===== src/rtl/rtmr_pkg.sv =====
package rtmr_pkg;
    localparam int PRE_W = 8;

    localparam int B_EN  = 30;
    localparam int B_IE  = 29;
    localparam int B_PER = 27;
    localparam int B_RST = 26;
    localparam int B_ACT = 25;

    localparam logic [PRE_W-1:0] PRESC_RESET = 8'd5;

    typedef enum logic [1:0] {
        SEL_CTRL  = 2'd0,
        SEL_INIT  = 2'd1,
        SEL_COUNT = 2'd2,
        SEL_STAT  = 2'd3
    } sel_e;

    typedef enum logic {
        ST_IDLE = 1'b0,
        ST_RUN  = 1'b1
    } state_e;
endpackage


===== src/rtl/rtmr_prescale.sv =====
module rtmr_prescale #(
    parameter int PW = 8
) (
    input  logic          clk,
    input  logic          rst_n,
    input  logic          run_i,
    input  logic          tick_i,
    input  logic          clear_i,
    input  logic [PW-1:0] div_i,
    output logic          step_o
);
    logic [PW-1:0] pcnt_q;

    assign step_o = run_i && tick_i && (pcnt_q >= div_i);

    always_ff @(posedge clk) begin
        if (!rst_n) begin
            pcnt_q <= '0;
        end else if (clear_i) begin
            pcnt_q <= '0;
        end else if (run_i && tick_i) begin
            if (pcnt_q >= div_i) pcnt_q <= '0;
            else                 pcnt_q <= pcnt_q + 1'b1;
        end
    end
endmodule


===== src/rtl/rtmr_flag.sv =====
module rtmr_flag (
    input  logic clk,
    input  logic rst_n,
    input  logic set_i,
    input  logic clr_i,
    input  logic ie_i,
    output logic flag_o,
    output logic irq_o
);
    always_ff @(posedge clk) begin
        if (!rst_n)     flag_o <= 1'b0;
        else if (set_i) flag_o <= 1'b1;
        else if (clr_i) flag_o <= 1'b0;
    end

    assign irq_o = flag_o && ie_i;
endmodule


===== src/rtl/rtmr_channel.sv =====
module rtmr_channel #(
    parameter int DATA_W = 32
) (
    input  logic              clk,
    input  logic              rst_n,
    input  logic              tick_i,
    input  logic              wr_en_i,
    input  logic [1:0]        wr_sel_i,
    input  logic [DATA_W-1:0] wr_data_i,
    input  logic [1:0]        rd_sel_i,
    output logic [DATA_W-1:0] rd_data_o,
    output logic              irq_o
);
    import rtmr_pkg::*;

    state_e            st_q, st_d;
    logic [DATA_W-1:0] count_q, init_q;
    logic [PRE_W-1:0]  presc_q;
    logic              ie_q, per_q;
    logic              run, step, cnt_step;
    logic              ctl_wr, init_wr, stat_clr;
    logic              wr_rst, en_req;
    logic              expire, pause_zero, zero_evt;
    logic              pre_clear, status;

    assign run      = (st_q == ST_RUN);
    assign ctl_wr   = wr_en_i && (wr_sel_i == SEL_CTRL);
    assign init_wr  = wr_en_i && (wr_sel_i == SEL_INIT);
    assign stat_clr = wr_en_i && (wr_sel_i == SEL_STAT) && wr_data_i[0];
    assign wr_rst   = wr_data_i[B_RST];
    assign en_req   = wr_data_i[B_EN] && !wr_rst;

    assign cnt_step   = step && !ctl_wr && !init_wr;
    assign expire     = run && cnt_step && (count_q <= 1);
    assign pause_zero = ctl_wr && run && !en_req && !wr_rst && (count_q == '0);
    assign zero_evt   = expire || pause_zero;
    assign pre_clear  = init_wr || (ctl_wr && wr_rst) || (ctl_wr && !run && en_req);

    rtmr_prescale #(.PW(PRE_W)) u_pre (
        .clk(clk), .rst_n(rst_n), .run_i(run), .tick_i(tick_i),
        .clear_i(pre_clear), .div_i(presc_q), .step_o(step)
    );

    rtmr_flag u_flag (
        .clk(clk), .rst_n(rst_n), .set_i(zero_evt), .clr_i(stat_clr),
        .ie_i(ie_q), .flag_o(status), .irq_o(irq_o)
    );

    // State register
    always_ff @(posedge clk) begin
        if (!rst_n) st_q <= ST_IDLE;
        else        st_q <= st_d;
    end

    // Next state
    always_comb begin
        st_d = st_q;
        unique case (st_q)
            ST_IDLE: if (ctl_wr && en_req) st_d = ST_RUN;          // ENABLE
            ST_RUN: begin
                if (ctl_wr && !en_req)      st_d = ST_IDLE;        // DISABLE
                else if (expire && !per_q)  st_d = ST_IDLE;        // EXPIRE_ONCE
            end
            default: st_d = ST_IDLE;
        endcase
    end

    // Control fields and reload value
    always_ff @(posedge clk) begin
        if (!rst_n) begin
            ie_q    <= 1'b0;
            per_q   <= 1'b0;
            presc_q <= PRESC_RESET;
            init_q  <= '0;
        end else begin
            if (ctl_wr) begin
                ie_q    <= wr_data_i[B_IE];
                per_q   <= wr_data_i[B_PER];
                presc_q <= wr_data_i[PRE_W-1:0];
            end
            if (init_wr) init_q <= wr_data_i;
        end
    end

    // Count
    always_ff @(posedge clk) begin
        if (!rst_n)                 count_q <= '0;
        else if (init_wr)           count_q <= wr_data_i;
        else if (ctl_wr && wr_rst)  count_q <= init_q;
        else if (expire)            count_q <= per_q ? init_q : '0;
        else if (run && cnt_step)   count_q <= count_q - 1'b1;
    end

    // Outputs: read mux
    always_comb begin
        rd_data_o = '0;
        unique case (rd_sel_i)
            SEL_CTRL: begin
                rd_data_o[B_EN]      = run;
                rd_data_o[B_IE]      = ie_q;
                rd_data_o[B_PER]     = per_q;
                rd_data_o[B_ACT]     = run;
                rd_data_o[PRE_W-1:0] = presc_q;
            end
            SEL_INIT:  rd_data_o = init_q;
            SEL_COUNT: rd_data_o = count_q;
            SEL_STAT:  rd_data_o[0] = status;
            default:   rd_data_o = '0;
        endcase
    end
endmodule


===== config.mk =====
export PLATFORM = sky130hd
export DESIGN_NAME = rtmr_channel
export DESIGN_NICKNAME = d
export VERILOG_FILES = /design/src/rtl/rtmr_pkg.sv /design/src/rtl/rtmr_prescale.sv /design/src/rtl/rtmr_flag.sv /design/src/rtl/rtmr_channel.sv
export SDC_FILE = /design/constraint.sdc
export NUM_CORES = 1
export LEC_CHECK = 0
export ABC_CLOCK_PERIOD_IN_PS = 2700
export BUFFER_PORTS_ARGS = -buffer_cell sky130_fd_sc_hd__buf_2
export CORE_ASPECT_RATIO = 1.5
export CORE_UTILIZATION = 54
export CTS_BUF_LIST = sky130_fd_sc_hd__clkbuf_4
export CTS_CLUSTER_DIAMETER = 40
export DETAILED_ROUTE_END_ITERATION = 8
export HOLD_SLACK_MARGIN = 0.15
export PLACE_DENSITY = 0.78
export SYNTH_ARGS = -nofsm -noshare
export SYNTH_HDL_FRONTEND = slang
export SYNTH_SLANG_ARGS = --single-unit
export TNS_END_PERCENT = 50

===== constraint.sdc =====
create_clock -name clk -period 2.7 [get_ports clk]
set_input_delay 0.27 -clock clk [delete_from_list [all_inputs] [get_ports clk]]
set_output_delay 0.27 -clock clk [all_outputs]
set_load 0.05 [all_outputs]

==> impl_metrics.py <==
metrics = {
    "detailed_routing": {
        "dr_total_vias": 5971,
        "wire_per_inst_um": 19.0,
        "vias_per_cell": 6.38,
        "routed_wl_mm": 17.8,
        "remaining_drc_errors": 6,
        "postRouteAntennaNets": 0,
        "first_pass_iters": 9,
        "first_iter_violations": 524,
    },
    "critical_path": {
        "required_ns": 3.10,
        "crit_path_cell_trace": "or4_4 > or4_4 > or4_1 > nor3_4 > buf_4 > nand3_1 > a41oi_1",
        "cp-start-kind": "flop",
        "r2r-start": "count_q[4]$_SDFFE_PN0P_",
        "crit_type": "reg2reg",
        "timing.rr.end": "count_q[9]$_SDFFE_PN0P_",
        "reg2reg_depth": 7,
        "critPathCaptureType": "flop",
        "cp_data_arrival_time_ns": 3.04,
        "max_stage_delay_ns": 0.55,
        "r2r_slack_ns": 0.06,
        "crit_path_frequent_cell": "or4_4",
        "critPathSlowestCell": "or4_1",
        "path_max_fanout": 7,
    },
    "sta": {
        "tightest_slew_ns": 0.774,
        "finClkSkew_ns": 0.0127,
        "min_period_over_period_pct": 97.7,
        "finalHoldViolCount": 0,
        "setup_violations": 0,
        "max_slew_margin_pct": 48.4,
        "finalCriticalPeriod_ns": 2.64,
        "fin_hold_ws_ns": 0.227,
        "slew_violations": 0,
        "fmax_mhz": 379,
    },
    "layout": {
        "nets": 874,
        "n_antenna_cell": 0,
        "nFillCells": 824,
        "layout_commonest_cell": "nand2_1",
        "layout_common_cells": "nand2_1 (111), dfxtp_1 (83), buf_2 (72)",
        "final_cells": 936,
        "fin_util_pct": 67.7,
        "syn_to_final_growth_pct": 21.1,
        "drive_gt1_share_pct": 18.0,
    },
    "hold_path": {
        "min_path_cells": 4,
        "worst_hold_path.endpoint": "u_flag.flag_o$_SDFFE_PN0P_",
        "min-delay-start": "wr_sel_i[1]",
        "hold_class": "in2reg",
    },
    "pwr": {
        "finalPower_mw": 2.99,
        "powerDensity_nw_per_um2": 454,
        "power.leakage_nw": 2.70,
        "vdd_drop_max_mv": 0.291,
    },
    "synthesis": {
        "synth_top_flop_cell": "dfxtp_1",
        "synth_edf_count": 0,
        "ys_seq_area_share_pct": 30.9,
        "ys_warn_count": 0,
        "avgSynthCellArea_um2": 7.68,
        "yosysTopAreaCellShare_pct": 30.9,
        "synth_cell_types": 54,
        "synth_area_leaders": "dfxtp_1 (31%), nand2_1 (7.6%), a21boi_0 (5.9%), ha_1 (4.1%), xor2_1 (3.9%)",
        "syn_area_um2": 5450,
        "synth_fp_nets": 767,
        "synth_cells": 709,
        "ys_ff_latch": 84,
        "async_flop_share_pct": 0,
        "yosysTopAreaCell": "dfxtp_1",
    },
    "clock_network": {
        "clockRootBuffer": "clkbuf_4",
        "clk_path_buf_depth": 2,
        "cts_num_sinks": 84,
        "cts_tree": "yes",
        "htreeDepth": 3,
        "clkTransAtPathRegs_ns": 0.14,
        "insertion_delay_ns": 0.48,
        "cts_buffers": 9,
    },
    "global_route": {
        "grt.total_usage_pct": 33.8,
        "grt_overflow_total": 0,
        "grt_pass1_wl_mm": 28.2,
        "grt_pass1_vias": 5840,
        "antenna_found_initial": 0,
        "grt_max_degree": 53,
    },
    "die": {
        "placeableCoreArea_um2": 9740,
        "num_io_pins": 73,
        "die_y_um": 125,
        "start_util_pct": 55.9,
        "std_cell_rows": 44,
        "dieArea_um2": 10500,
        "die_x_um": 84,
    },
    "placement": {
        "place.gp.congestion": 0.948,
        "placement.io_buffers": 72,
        "dpl.cell_count": 886,
        "dp.final_hpwl_mm": 12.3,
    },
    "job": {
        "drv_cap": 0,
    },
    "run_status": {
        "status": "finished with violations",
        "violations": "DRC",
    },
}
worst max-delay path: cells and delay by family (launching register included):
family          cells  cell delay [ns]
buf+inv             1             0.19
compound gates      1             0.22
flops               1             0.38
simple gates        5             1.77
timing repair:
item	in CTS	in global routing
hold endpoints to repair	49	0
setup endpoints to repair	0	14
gates resized for setup	0	6
hold buffers	32	0
setup buffers	0	2
synth_stat cells, drive strengths merged (11+ instances only):
cell and number:
inv 28, nand3 26, a21boi 43, nor4 13, a31oi 11, o221ai 18
a21oi 32, nor2 49, xnor2 12, nand2 111, clkbuf 41, nor3 13
a22oi 20, dfxtp 84, buf 13, xor2 24, o21ai 29, ha 18
nor3b 17, nor2b 21, a222oi 12
cell families after synthesis:
logic type | Yosys count | synth area share [%]
AO/OA/AOI/OAI | 197 | 26.1
XOR/XNOR | 36 | 5.79
adder cells (fa/ha/maj) | 18 | 4.14
buffers and inverters | 84 | 6.48
flip-flops | 84 | 30.9
multiplexers | 2 | 0.368
AND/OR/NAND/NOR | 288 | 26.2
layout make-up:
cell class	count	area (um^2)	share of cell area, %
Inverter	28	105	1.59
Timing Repair Buffer	152	1080	16.3
Sequential cell	84	1680	25.5
Multi-Input combinational cell	541	3430	52.0
Clock inverter	6	78.8	1.19
Tap cell	115	144	2.18
Clock buffer	10	75.1	1.14
metrics by stage:
step | setup slack [ns] | TNS, ns | instance area (um^2)
after floorplan | 0.160 | 0 | 5450
after global placement | 0.142 | 0 | 6090
after detailed placement | 0.0965 | 0 | 6090
after CTS | 0.0639 | 0 | 6560
after global routing | -0.0212 | -0.0212 | 6600
final | 0.0610 | 0 | 6600
report_power, final:
part	total, mW	switching, mW	internal [mW]
Sequential	1.35	0.0593	1.29
Clock	0.852	0.474	0.378
Combinational	0.788	0.464	0.324
per-layer routing:
| layer | global-route usage [%] | vias up | wire length (um) |
|---|---|---|---|
| met5 | 0 | - | 0 |
| met4 | 18.8 | 0 | 881 |
| met3 | 5.74 | 85 | 1180 |
| met2 | 61.1 | 311 | 9160 |
| met1 | 37.1 | 2798 | 6570 |
| li1 | - | 2777 | - |
registers in the layout, summed over array words and instances, names as in the netlist:
signal,cells
run,1
init_q,32
u_pre.pcnt_q,8
per_q,1
presc_q,8
count_q,32
u_flag.flag_o,1
ie_q,1
worst max-delay path by stage:
stage | startpoint | to | slack (ns) | depth (start not counted)
floorplan | count_q[2]$_SDFFE_PN0P_ | count_q[5]$_SDFFE_PN0P_ | 0.16 | 8
CTS | count_q[4]$_SDFFE_PN0P_ | count_q[3]$_SDFFE_PN0P_ | 0.06 | 7
global route | count_q[16]$_SDFFE_PN0P_ | count_q[6]$_SDFFE_PN0P_ | -0.02 | 8
global placement | count_q[4]$_SDFFE_PN0P_ | count_q[9]$_SDFFE_PN0P_ | 0.14 | 7
finish | count_q[4]$_SDFFE_PN0P_ | count_q[9]$_SDFFE_PN0P_ | 0.06 | 7
detailed placement | count_q[4]$_SDFFE_PN0P_ | count_q[3]$_SDFFE_PN0P_ | 0.1 | 7
Note: power is estimated with default switching activity, not from simulation.
